<file path="src/rtl/cab_pkg.sv">
package cab_pkg;
    localparam int DATA_W    = 32;
    localparam int BE_W      = DATA_W / 8;
    localparam int BUS_W     = 8;
    localparam int DEV_W     = 5;
    localparam int FUNC_W    = 3;
    localparam int REG_W     = 8;
    localparam int LEN_LSB   = 3;
    localparam int CFG_SHIFT = 5;
    localparam int CA_W      = BUS_W + DEV_W + FUNC_W + REG_W;
    localparam int HADDR_W   = CFG_SHIFT + CA_W;
    localparam int SEL_LSB   = FUNC_W + REG_W;
    localparam int NSEL      = DATA_W - SEL_LSB;
    localparam int ERR_W     = 3;
    localparam int ERR_MA    = 0;
    localparam int ERR_TA    = 1;
    localparam int ERR_ILL   = 2;

    typedef enum logic [1:0] {
        ST_IDLE  = 2'd0,
        ST_BUS   = 2'd1,
        ST_REPLY = 2'd2
    } cab_state_e;

    typedef enum logic [1:0] {
        LEN_BYTE  = 2'b00,
        LEN_WORD  = 2'b01,
        LEN_RSVD  = 2'b10,
        LEN_DWORD = 2'b11
    } cab_len_e;

    typedef struct packed {
        logic [BUS_W-1:0]  bus;
        logic [DEV_W-1:0]  dev;
        logic [FUNC_W-1:0] func;
        logic [REG_W-1:0]  regno;
    } cab_cfgaddr_t;
endpackage

</file>
<file path="src/rtl/cab_decode.sv">
module cab_decode
    import cab_pkg::*;
(
    input  logic [HADDR_W-1:0] haddr,
    input  logic [DATA_W-1:0]  wdata,
    input  logic               type1,
    output logic [DATA_W-1:0]  bus_addr,
    output logic [BE_W-1:0]    be,
    output logic [DATA_W-1:0]  lane_wdata,
    output logic               illegal
);
    cab_cfgaddr_t     ca;
    cab_len_e         len;
    logic [1:0]       off;
    logic [NSEL-1:0]  idsel;
    logic [DATA_W-1:0] t0_addr;
    logic [DATA_W-1:0] t1_addr;

    assign ca  = cab_cfgaddr_t'(haddr[HADDR_W-1:CFG_SHIFT]);
    assign len = cab_len_e'(haddr[LEN_LSB+1:LEN_LSB]);
    assign off = ca.regno[1:0];

    for (genvar g = 0; g < NSEL; g++) begin : g_idsel
        assign idsel[g] = (ca.dev == DEV_W'(g));
    end

    assign t0_addr = {idsel, ca.func, ca.regno[REG_W-1:2], 2'b00};
    assign t1_addr = {{(DATA_W-CA_W){1'b0}}, ca.bus, ca.dev, ca.func,
                      ca.regno[REG_W-1:2], 2'b01};
    assign bus_addr = type1 ? t1_addr : t0_addr;

    always_comb begin
        be      = '0;
        illegal = 1'b0;
        unique case (len)
            LEN_BYTE:  be = BE_W'(4'b0001) << off;
            LEN_WORD: begin
                be      = BE_W'(4'b0011) << off;
                illegal = (off == 2'd3);
            end
            LEN_DWORD: be = '1;
            LEN_RSVD:  illegal = 1'b1;
        endcase
    end

    assign lane_wdata = (len == LEN_DWORD) ? wdata : (wdata << {off, 3'b000});
endmodule

</file>
<file path="src/rtl/cab_status.sv">
module cab_status
    import cab_pkg::*;
(
    input  logic             clk,
    input  logic             rst_n,
    input  logic [ERR_W-1:0] set,
    input  logic             clr_we,
    input  logic [ERR_W-1:0] clr,
    output logic [ERR_W-1:0] flags
);
    logic [ERR_W-1:0] clr_eff;
    assign clr_eff = clr_we ? clr : '0;

    always_ff @(posedge clk or negedge rst_n) begin
        if (!rst_n) flags <= '0;
        else        flags <= (flags & ~clr_eff) | set;
    end

    for (genvar g = 0; g < ERR_W; g++) begin : g_chk
        a_r10_sticky: assert property (@(posedge clk) disable iff (!rst_n)
            flags[g] && !(clr_we && clr[g]) |=> flags[g]);
        a_r10_set_wins: assert property (@(posedge clk) disable iff (!rst_n)
            set[g] |=> flags[g]);
    end
endmodule

</file>
<file path="src/rtl/cfg_access_bridge.sv">
module cfg_access_bridge
    import cab_pkg::*;
(
    input  logic                clk,
    input  logic                rst_n,
    input  logic                host_req,
    input  logic                host_we,
    input  logic [HADDR_W-1:0]  host_addr,
    input  logic [DATA_W-1:0]   host_wdata,
    output logic                host_ready,
    output logic                host_ack,
    output logic [DATA_W-1:0]   host_rdata,
    input  logic                reg_we,
    input  logic                reg_sel,
    input  logic [DATA_W-1:0]   reg_wdata,
    output logic [DATA_W-1:0]   reg_rdata,
    output logic                cfg_req,
    output logic                cfg_we,
    output logic [DATA_W-1:0]   cfg_addr,
    output logic [BE_W-1:0]     cfg_be,
    output logic [DATA_W-1:0]   cfg_wdata,
    input  logic                cfg_done,
    input  logic [DATA_W-1:0]   cfg_rdata,
    input  logic                cfg_mabort,
    input  logic                cfg_tabort
);
    cab_state_e        state_q, state_d;
    logic [1:0]        ctrl_q;
    logic              type1;
    logic              type1_q;
    logic [DATA_W-1:0] dec_addr, dec_wdata;
    logic [BE_W-1:0]   dec_be;
    logic              dec_illegal;
    logic              accept;
    logic              bus_end;
    logic [DATA_W-1:0] addr_q, wdata_q, rdata_q;
    logic [BE_W-1:0]   be_q;
    logic              we_q;
    logic [ERR_W-1:0]  err_set, err_flags;

    assign type1 = (ctrl_q == 2'b01);

    cab_decode u_decode (
        .haddr      (host_addr),
        .wdata      (host_wdata),
        .type1      (type1),
        .bus_addr   (dec_addr),
        .be         (dec_be),
        .lane_wdata (dec_wdata),
        .illegal    (dec_illegal)
    );

    // State register
    always_ff @(posedge clk or negedge rst_n) begin
        if (!rst_n) state_q <= ST_IDLE;
        else        state_q <= state_d;
    end

    // Next state
    always_comb begin
        state_d = state_q;
        unique case (state_q)
            ST_IDLE:  if (host_req) state_d = dec_illegal ? ST_REPLY : ST_BUS;
            ST_BUS:   if (cfg_done) state_d = ST_REPLY;
            ST_REPLY: state_d = ST_IDLE;
            default:  state_d = ST_IDLE;
        endcase
    end

    // Outputs
    always_comb begin
        host_ready = 1'b0;
        host_ack   = 1'b0;
        cfg_req    = 1'b0;
        unique case (state_q)
            ST_IDLE:  host_ready = 1'b1;
            ST_BUS:   cfg_req    = 1'b1;
            ST_REPLY: host_ack   = 1'b1;
            default:  ;
        endcase
    end

    assign accept  = host_ready && host_req;
    assign bus_end = cfg_req && cfg_done;

    // Request capture and response data
    always_ff @(posedge clk or negedge rst_n) begin
        if (!rst_n) begin
            addr_q  <= '0;
            wdata_q <= '0;
            be_q    <= '0;
            we_q    <= 1'b0;
            type1_q <= 1'b0;
            rdata_q <= '0;
        end else if (accept) begin
            addr_q  <= dec_addr;
            wdata_q <= dec_wdata;
            be_q    <= dec_be;
            we_q    <= host_we;
            type1_q <= type1;
            if (dec_illegal) rdata_q <= '1;
        end else if (bus_end) begin
            rdata_q <= (cfg_mabort || cfg_tabort) ? '1 : cfg_rdata;
        end
    end

    assign cfg_addr   = addr_q;
    assign cfg_wdata  = wdata_q;
    assign cfg_be     = be_q;
    assign cfg_we     = we_q;
    assign host_rdata = rdata_q;

    // Control register
    always_ff @(posedge clk or negedge rst_n) begin
        if (!rst_n)                  ctrl_q <= 2'b00;
        else if (reg_we && !reg_sel) ctrl_q <= reg_wdata[1:0];
    end

    always_comb begin
        err_set          = '0;
        err_set[ERR_MA]  = bus_end && cfg_mabort;
        err_set[ERR_TA]  = bus_end && cfg_tabort;
        err_set[ERR_ILL] = accept && dec_illegal;
    end

    cab_status u_status (
        .clk    (clk),
        .rst_n  (rst_n),
        .set    (err_set),
        .clr_we (reg_we && reg_sel),
        .clr    (reg_wdata[ERR_W-1:0]),
        .flags  (err_flags)
    );

    assign reg_rdata = reg_sel ? DATA_W'(err_flags) : DATA_W'(ctrl_q);

    a_r11_ack_single: assert property (@(posedge clk) disable iff (!rst_n)
        host_ack |=> !host_ack);
    a_r11_req_hold: assert property (@(posedge clk) disable iff (!rst_n)
        cfg_req && !cfg_done |=> cfg_req);
    a_r9_no_bus: assert property (@(posedge clk) disable iff (!rst_n)
        accept && dec_illegal |=> !cfg_req && host_ack && host_rdata == '1);
    a_r2_type0_form: assert property (@(posedge clk) disable iff (!rst_n)
        cfg_req && !type1_q |-> cfg_addr[1:0] == 2'b00 && $onehot0(cfg_addr[DATA_W-1:SEL_LSB]));
    a_r3_type1_form: assert property (@(posedge clk) disable iff (!rst_n)
        cfg_req && type1_q |-> cfg_addr[1:0] == 2'b01 && cfg_addr[DATA_W-1:CA_W] == '0);
    a_r4_be_present: assert property (@(posedge clk) disable iff (!rst_n)
        cfg_req |-> cfg_be != '0);
    a_r7_abort_ones: assert property (@(posedge clk) disable iff (!rst_n)
        bus_end && (cfg_mabort || cfg_tabort) |=> host_ack && host_rdata == '1);
endmodule

</file>
<file path="config.mk">
export PLATFORM = sky130hd
export DESIGN_NAME = cfg_access_bridge
export DESIGN_NICKNAME = d
export VERILOG_FILES = /design/src/rtl/cab_pkg.sv /design/src/rtl/cab_decode.sv /design/src/rtl/cab_status.sv /design/src/rtl/cfg_access_bridge.sv
export SDC_FILE = /design/constraint.sdc
export NUM_CORES = 1
export LEC_CHECK = 0
export BUFFER_PORTS_ARGS = -buffer_cell sky130_fd_sc_hd__buf_2
export CAP_MARGIN = 20
export CORE_MARGIN = 2
export CORE_UTILIZATION = 43
export DETAILED_ROUTE_END_ITERATION = 7
export PLACE_DENSITY = 0.88
export SLEW_MARGIN = 20
export SYNTH_ARGS = -nofsm -noshare
export SYNTH_HDL_FRONTEND = slang
export SYNTH_HIERARCHICAL = 1
export SYNTH_SLANG_ARGS = --single-unit
</file>
<file path="constraint.sdc">
create_clock -name clk -period 1.4 [get_ports clk]
set_input_delay 0.07 -clock clk [delete_from_list [all_inputs] [get_ports clk]]
set_output_delay 0.07 -clock clk [all_outputs]
set_load 0.005 [all_outputs]
</file>
* After elaboration in Yosys (flattened, before gate mapping)
Index checks and enable logic that the tools add are counted.
** Storage, ports and cells
- Input port bits :: 134
- Bits in writable memories :: 0
- Latch bits :: 0
- Bits in read-only memories :: 0
- Flip-flop bits (word level) :: 108
- Logic and storage cells :: 76
- Output and inout bits :: 136
- Memories kept :: 0
** Operators by class
- Divide/modulo/power cells :: 0
- Magnitude comparators :: 0
- $add $sub $neg :: 0
- Mux-type cells :: 17
- Shift-type cells :: 3
- Bitwise operators :: 3
- Equal/unequal tests :: 30
- $mul :: 0
- Reduce and logical (&&, ||, !) cells :: 15
** Operators by type and width (count)
- $mux 32 :: 6
- $eq 5x4->1 const B :: 8
- $shl 32x5->32 :: 1
- $eq 5x5->1 const B :: 5
- $eq 5x3->1 const B :: 4
- $pmux 4 s3 :: 1
- $eq 5x2->1 const B :: 2
- $eq 2x2->1 const B :: 4
- $logic_and 1x1->1 :: 7
- $eq 2x1->1 const B :: 3
- $mux 2 :: 3
- $mux 3 :: 2
- $ne 2x2->1 const B :: 3
- $eq 5x1->1 const B :: 1
- $logic_not 5->1 :: 1
- $logic_not 2->1 :: 2
- $pmux 2 s2 :: 1
- $reduce_and 2->1 :: 2
- $shl 1x2->4 const A :: 1
- $shl 2x2->4 const A :: 1
- $and 3x3->3 :: 1
- $mux 1 :: 3
- $not 3->3 :: 1
- $or 3x3->3 :: 1
- 4 further kinds :: 4

* Logic depth before layout (Yosys ltp)
Gate-level depths: netlist of the first run.
- Depth in word-level cells :: 5
- Depth in mapped cells :: 8
- Gate-level depth less buffers :: 6

* Hierarchy
Netlist of the first run, hierarchy kept.
** Modules (own cells, without submodules)
- cfg_access_bridge :: cells each 306, area each 4578.1 um2, instances 1
- cab_decode :: cells each 177, area each 1203.7 um2, instances 1
- cab_status :: cells each 9, area each 108.9 um2, instances 1

* Worst setup path after synthesis of the first run
Ideal clock, no wire load.
- Path type :: input to register
- From :: in host_addr[5]
- To :: reg rdata_q[10] (netlist: host_rdata[10])
- Setup time :: 125 ps
- Arrival time :: 1432 ps
- Stages on the path :: 8
- Data required time :: 1275 ps
- Path slack :: -157 ps
- Path through :: buf_6 buf_6 buf_2 a31oi_1 nor2_1 a22oi_4 buf_6 mux2_4
** Between the ends
- Cells in the longest elaborated chain, start to end :: 4
** Ends and longest elaborated chain
- start: declaration :: line cfg_access_bridge.sv:8 : input logic [HADDR_W-1:0] host_addr,
- $eq 2x2->1 :: line cab_decode.sv:39 : illegal = (off == 2'd3);
- $pmux 1 s2 :: line cab_decode.sv:35 : unique case (len)
- named net dec_illegal :: line cfg_access_bridge.sv:33 : logic dec_illegal;
- $ne 2x2->1 (no line)
- $reduce_and 2->1 (no line)
- end signal: assignment :: line cfg_access_bridge.sv:103 : rdata_q <= (cfg_mabort || cfg_tabort) ? '1 : cfg_rdata;
- end: declaration :: line cfg_access_bridge.sv:36 : logic [DATA_W-1:0] addr_q, wdata_q, rdata_q;
The timed path passes the listed nets, and every way through them passes these cells.
A chain may end at the register's enable or synchronous reset.

* Worst setup path after layout of the first run
- From :: reg state_q[0]
- To :: reg rdata_q[26] (netlist: host_rdata[26])
** Between the ends
- Cells in the longest elaborated chain, start to end :: 5
- Elaborated cells between the ends (all ways) :: 10
- Those cells by class :: 2 x eq/ne; 3 x mux; 5 x reduce/logical
** Ends and longest elaborated chain
- start: declaration :: line cfg_access_bridge.sv:27 : cab_state_e state_q, state_d;
- start signal: assignment :: line cfg_access_bridge.sv:56 : else state_q <= state_d;
- $eq 2x1->1 or $logic_not 2->1 (tied branches) :: line cfg_access_bridge.sv:75 : unique case (state_q)
- $mux 1 :: line cfg_access_bridge.sv:75
- $logic_and 1x1->1, on equally long branches :: line cfg_access_bridge.sv:84, cfg_access_bridge.sv:83
- $reduce_bool 2->1 (no line) or $ne 2x2->1 (tied branches)
- $reduce_and 2->1 (no line)
Parallel ways exist; a longest one is shown, timed or not.

==> impl_metrics.yaml, run 1 <==
power_and_ir_drop:
  leakagePower_nw: 4.04
  power_density_nw_per_um2: 1520
  sequentialPowerShare_pct: 39.0
  p_sw_mw: 3.69
  power.clock.fraction_pct: 20.4
  internal-power_mw: 8.73
  power_mw: 12.4
  p_sw_share_pct: 29.7
  combPwrFrac_pct: 40.5
  ir_drop_uv: 841
critical_path:
  worst_setup_path_end_kind: "register"
  cp_max_fo: 8
  criticalPathCategory: "register to register"
  worst_setup_path_start_kind: "register"
  worst-endpoint-required_ps: 1630
  path_common_cell: "buf_12"
  slowest_delay_ps: 400
  slowest_stage: "dfrtp_1"
  cp.arrival_ps: 1820
  crit_path_cell_trace: "nor3b_4, buf_6, buf_12, buf_12, or3_1, mux2_4"
global_routing:
  grt_use_met2_pct: 35.5
  antenna_found_initial: 0
  grt_pass1_wl_mm: 23.6
  grtUsageMet3_pct: 4.98
  global_route.usage.met1_pct: 24.4
  track_usage_pct: 20.5
  grt-busiest-layer: "met2"
  grt_max_degree: 48
  overflow: 0
  grt_pass1_vias: 4722
cells_and_area:
  layout-drive-gt1-share_pct: 55.0
  finalNetCount: 875
  stdcell_count: 918
  multiInputGateArea_um2: 2990
  syn_to_final_growth_pct: 38.5
  n_fill_cell: 1026
  ff_latch_area_um2: 2700
  diodes: 0
timing:
  max_freq_mhz: 631
  setup_viol: 101
  finalWorstSetupSlack_ps: -186
  fin_crit_sh_pct: 113
  finalCriticalPeriod_ps: 1590
  rsz0062_at_grt: "yes"
  slew_violations: 0
  setup_tns_ps: -13290
  skew_ps: 6.12
  hold_viol: 0
clock_network:
  numCtsBuffers: 9
  cts-htree-levels: 3
  cts_buffer_depth: 2
  clk_pin_slew_ps: 70
  cts_tree: "yes"
  cts_root_buf: "clkbuf_16"
  clock_latency_ps: 350
  clock_sinks: 108
logic_synthesis:
  synth-seq-cells: 108
  synth_most_common_cell: "dfrtp_1"
  yosysTopAreaCellShare_pct: 45.9
  synthFlopType: "dfrtp_1"
  yosysSeqAreaShare_pct: 45.9
  syn_inst: 492
  synth_edf_count: 0
  yosysWarnings: 6
  avgSynthCellArea_um2: 12.0
  synthArstFlopShare_pct: 100
  syn_area_um2: 5890
  yosys.area.top_type: "dfrtp_1"
  ys_top_cells_by_count: "108 x dfrtp_1, 79 x mux2_2, 49 x buf_4"
  yosysUniqueCellTypes: 47
  synth_area_leaders: "dfrtp_1 46%, mux2_2 15%, mux2_4 8.2%, buf_4 6.2%, a22oi_1 3.6%"
placement:
  routabilityCongestion: 0.895
  io_buffers: 208
  place_ws_ps: -206
  place_hpwl_mm: 11.2
  dpl.cell_count: 877
run:
  cap_violations: 0
drt:
  drt.antenna.violating_nets: 0
  drt_pass1_iterations: 6
  vias_per_cell: 5.19
  wl_mm: 15.5
  num_vias: 4767
  drc: 0
  drt_iter0_drc: 422
  post_drt_wl_per_cell_um: 16.9
floorplan:
  die_w_um: 121
  core_area_um2: 13300
  die-height_um: 121
  ios: 270
  dieArea_um2: 14700
  start_util_pct: 44.3
  rows: 42
outcome:
  outcome: "complete, but fails checks"
  violations: "setup timing"
worst_hold_path:
  hp-class: "input port to register"
-- worst max-delay path: cells and delay by family, from the launching register on --
| kind | cells | cell delay, ps |
|---|---|---|
| buf+inv | 3 | 400 |
| flops | 1 | 400 |
| mux | 1 | 270 |
| simple gates | 2 | 410 |
-- placed cells by master, fill, tap and decap left out, types with 3 or more instances in the layout --
cell type	count
or3_4	3
mux2_2	31
dfrtp_1	108
buf_2	207
o21ai_1	22
conb_1	30
nor2_1	10
a21o_1	3
a22o_1	9
o31ai_1	7
inv_1	5
mux2_4	80
a22oi_1	28
ha_1	3
nor2b_1	5
and2_1	11
or3_1	29
buf_4	33
clkbuf_16	11
dlygate4sd3_1	15
buf_12	19
nand2_1	27
-- final timing paths --
| kind | startpoint | end | slack (ps) | cells after the start |
|---|---|---|---|---|
| max | state_q[0]$_DFFE_PN0P_ | host_rdata[26]$_DFFE_PN0P_ | -190 | 6 |
| min | cfg_rdata[21] | host_rdata[21]$_DFFE_PN0P_ | 40 | 3 |
| max reg2reg | state_q[0]$_DFFE_PN0P_ | host_rdata[26]$_DFFE_PN0P_ | -190 | 6 |
| min reg2reg | cfg_addr[1]$_DFFE_PN0P_ | cfg_addr[1]$_DFFE_PN0P_ | 500 | 1 |
| max in group asynchronous | rst_n | host_rdata[14]$_DFFE_PN0P_ | 670 | 3 |
| min in group asynchronous | rst_n | cfg_addr[31]$_DFFE_PN0P_ | 180 | 2 |
-- registers in the layout (all words and copies together), names as in the netlist --
register / flops
cfg_addr: 32
cfg_be: 4
cfg_wdata: 32
cfg_we: 1
ctrl_q: 2
host_rdata: 32
state_q: 2
u_status/flags: 3
-- through the flow --
step                      instance area, µm²  utilization, %  hold WS, ps
after floorplan                         6190               -         -226
after global routing                    8160            61.3         35.9
after CTS                               8050            60.5         15.1
final                                   8160            61.3         41.6
after detailed placement                7430            55.9         8.76
after global placement                  7430            55.9         5.45
-- area by class of cell --
class                           count  share of cell area, %
Sequential cell                   108                   33.1
Clock inverter                      4                  0.614
Multi-Input combinational cell    333                   36.6
Clock buffer                       11                   2.98
Tap cell                          176                   2.70
Inverter                            6                  0.276
Timing Repair Buffer              280                   23.7
-- power by group through the flow --
| stage | combinational, mW | clock (mW) | sequential (mW) |
|---|---|---|---|
| 2_1_floorplan | 2.49 | 0 | 4.89 |
| 3_3_place_gp | 4.43 | 0 | 4.83 |
| 3_5_place_dp | 4.56 | 0 | 4.85 |
| 4_1_cts | 4.91 | 2.61 | 4.84 |
| 5_1_grt | 5.39 | 2.74 | 4.98 |
| 6_report | 5.03 | 2.54 | 4.85 |
-- what timing repair did --
item                                    4_1_cts  5_1_grt
endpoints found under the hold margin       121        0
resized for setup                            18        7
endpoints found under the setup margin      103      102
cloned                                        1        2
pin swaps                                     5        6
hold buffers                                 15        0
buffers inserted                              6        2
-- routing by layer --
metal / part of all wire, % / vias to the layer above
met1: 39 / 2294
met3: 6.8 / 46
li1: - / 2183
met2: 50 / 244
met4: 3.6 / 0
met5: 0 / -
-- kinds of logic after synthesis --
family	synth area share, %
AO/OA/AOI/OAI	9.71
AND/OR/NAND/NOR	10.9
flip-flops	45.9
other	0.127
adder cells (fa/ha/maj)	0.637
buffers and inverters	9.13
multiplexers	23.6
No activity file was read; power rests on OpenSTA's default activity.
==> inputs of run 2 (changes only) <==
Settings changed: CTS_CLUSTER_SIZE set to 12, SETUP_SLACK_MARGIN set to 0.3.
==> impl_metrics.yaml, run 2 (synthesis gave the netlist of run 1 again) <==
power_and_ir_drop:
  p_sw_share_pct: 29.8
  ir_drop_uv: 795
  power_density_nw_per_um2: 1530
  combPwrFrac_pct: 38.9
  leakagePower_nw: 3.96
  p_sw_mw: 3.64
  internal-power_mw: 8.60
  sequentialPowerShare_pct: 39.8
  power.clock.fraction_pct: 21.3
timing:
  fin_crit_sh_pct: 113
  relSlewSlack_pct: 65.2
  max_freq_mhz: 630
  finalCriticalPeriod_ps: 1590
  rsz0062_at_grt: "yes"
  finalWorstSetupSlack_ps: -188
  whs_ps: 36.9
  worst_slew_pin_slew_ps: 522
  hold_viol: 0
  setup_viol: 104
  skew_ps: 7.54
  slew_violations: 0
critical_path:
  r2r-start: "state_q[1]$_DFFE_PN0P_"
  worst_setup_path_start_kind: "register"
  setup.worst_path.start: "state_q[1]$_DFFE_PN0P_"
  regToRegSetupSlack_ps: -190
  crit_path_cell_trace: "buf_4, nor2b_2, a22oi_4, buf_12, mux2_2"
  slowest_stage: "dfrtp_1"
  cp.arrival_ps: 1810
  crit_end: "host_rdata[31]$_DFFE_PN0P_"
  cp_max_fo: 26
  slowest_delay_ps: 420
  worst-endpoint-required_ps: 1630
  reg2reg_depth: 5
  criticalPathCategory: "register to register"
  worst_setup_path_end_kind: "register"
  r2r_end: "host_rdata[31]$_DFFE_PN0P_"
clock_network:
  clock_latency_ps: 350
  cts_tree: "yes"
  numCtsBuffers: 9
  cts_buffer_depth: 2
  clock_sinks: 108
  cts_root_buf: "clkbuf_16"
  cts-htree-levels: 3
  clk_pin_slew_ps: 70
global_routing:
  grt_pass1_wl_mm: 24.2
  grt_use_met2_pct: 36.4
  grt-busiest-layer: "met2"
  antenna_found_initial: 0
  grt_max_degree: 38
  overflow: 0
  track_usage_pct: 21.0
  global_route.usage.met1_pct: 25.7
  grtUsageMet3_pct: 3.99
  grt_pass1_vias: 4817
drt:
  vias_per_cell: 5.09
  drt_iter0_drc: 279
  post_drt_wl_per_cell_um: 16.7
  drt.antenna.violating_nets: 0
  drt_pass1_iterations: 5
  wl_mm: 15.3
  drc: 0
  num_vias: 4664
cells_and_area:
  finalNetCount: 872
  syn_to_final_growth_pct: 35.4
  layout-drive-gt1-share_pct: 54.6
  utilization_pct: 60.0
  layout_common_cells: "205 x buf_2, 108 x dfrtp_1, 73 x mux2_4"
  n_fill_cell: 1086
  diodes: 0
  final_common_cell: "buf_2"
floorplan:
  rows: 42
  die_w_um: 121
  start_util_pct: 44.3
  die-height_um: 121
  ios: 270
  core_area_um2: 13300
  dieArea_um2: 14700
outcome:
  violations: "setup timing"
  outcome: "complete, but fails checks"
placement:
  io_buffers: 208
  routabilityCongestion: 0.919
  place_hpwl_mm: 11.3
worst_hold_path:
  hp-class: "input port to register"
  hold-path-cell-count: 3
run:
  cap_violations: 0
run 2: cell types whose count changed in the layout (fill, tap and decap cells not counted), sizes merged:
cell,before,now
buf,263,262
clkinv,1,0
run 2: timing repair:
item / CTS / global route
endpoints found under the hold margin: 41 / 0
hold buffers: 15 / 0
gates cloned: 1 / 0
pin swaps: 2 / 0
gates resized for setup: 22 / 6
buffers inserted: 6 / 3
setup endpoints to repair: 112 / 112
run 2: worst min-delay path by stage:
| stage | from | to |
|---|---|---|
| after detailed placement | rst_n | cfg_wdata[0]$_DFFE_PN0P_ |
| after CTS | reg_wdata[2] | u_status/flags[2]$_DFF_PN0_ |
| after global placement | rst_n | cfg_wdata[1]$_DFFE_PN0P_ |
| after floorplan | rst_n | cfg_addr[0]$_DFFE_PN0P_ |
| after global routing | cfg_rdata[19] | host_rdata[19]$_DFFE_PN0P_ |
| final | cfg_rdata[18] | host_rdata[18]$_DFFE_PN0P_ |
run 2: cell type report:
| type | count | area (µm²) | area share, % |
|---|---|---|---|
| repair buffers | 277 | 1780 | 22.3 |
| clock buffers | 13 | 260 | 3.26 |
| inverters | 6 | 22.5 | 0.282 |
| clock inverters | 3 | 45.0 | 0.565 |
| well taps | 176 | 220 | 2.76 |
| flip-flops and latches | 108 | 2700 | 33.9 |
| multi-input cells | 333 | 2950 | 37.0 |
run 2: per-stage QoR:
stage | setup WS (ps) | instances | setup TNS, ps | instance area [µm²] | power [mW]
floorplan | -96.6 | 520 | -6930 | 6190 | 7.38
global placement | -163 | 875 | -12500 | 7310 | 9.12
detailed placement | -201 | 875 | -15250 | 7310 | 9.26
CTS | -179 | 913 | -14800 | 7940 | 12.2
global route | -251 | 916 | -21530 | 7980 | 13.0
finish | -188 | 916 | -14480 | 7980 | 12.2
run 2: power groups by stage:
stage | combinational [mW] | clock [mW] | sequential (mW)
final | 4.76 | 2.61 | 4.87
after global routing | 5.14 | 2.83 | 5.01
after CTS | 4.70 | 2.66 | 4.88
after detailed placement | 4.38 | 0 | 4.89
after global placement | 4.25 | 0 | 4.87
after floorplan | 2.49 | 0 | 4.89
run 2: critical path: cells and delay by family (launching register included):
| family | cells | cell delay (ps) |
|---|---|---|
| compound gates | 1 | 240 |
| buf+inv | 2 | 380 |
| flops | 1 | 420 |
| mux | 1 | 370 |
| simple gates | 1 | 50 |
run 2: layer usage:
| metal | up-vias | wire (µm) | share of wire, % |
|---|---|---|---|
| li1 | 2168 | - | - |
| met1 | 2296 | 6190 | 41 |
| met2 | 170 | 7900 | 52 |
| met3 | 30 | 795 | 5.2 |
| met4 | 0 | 380 | 2.5 |
| met5 | - | 0 | 0 |
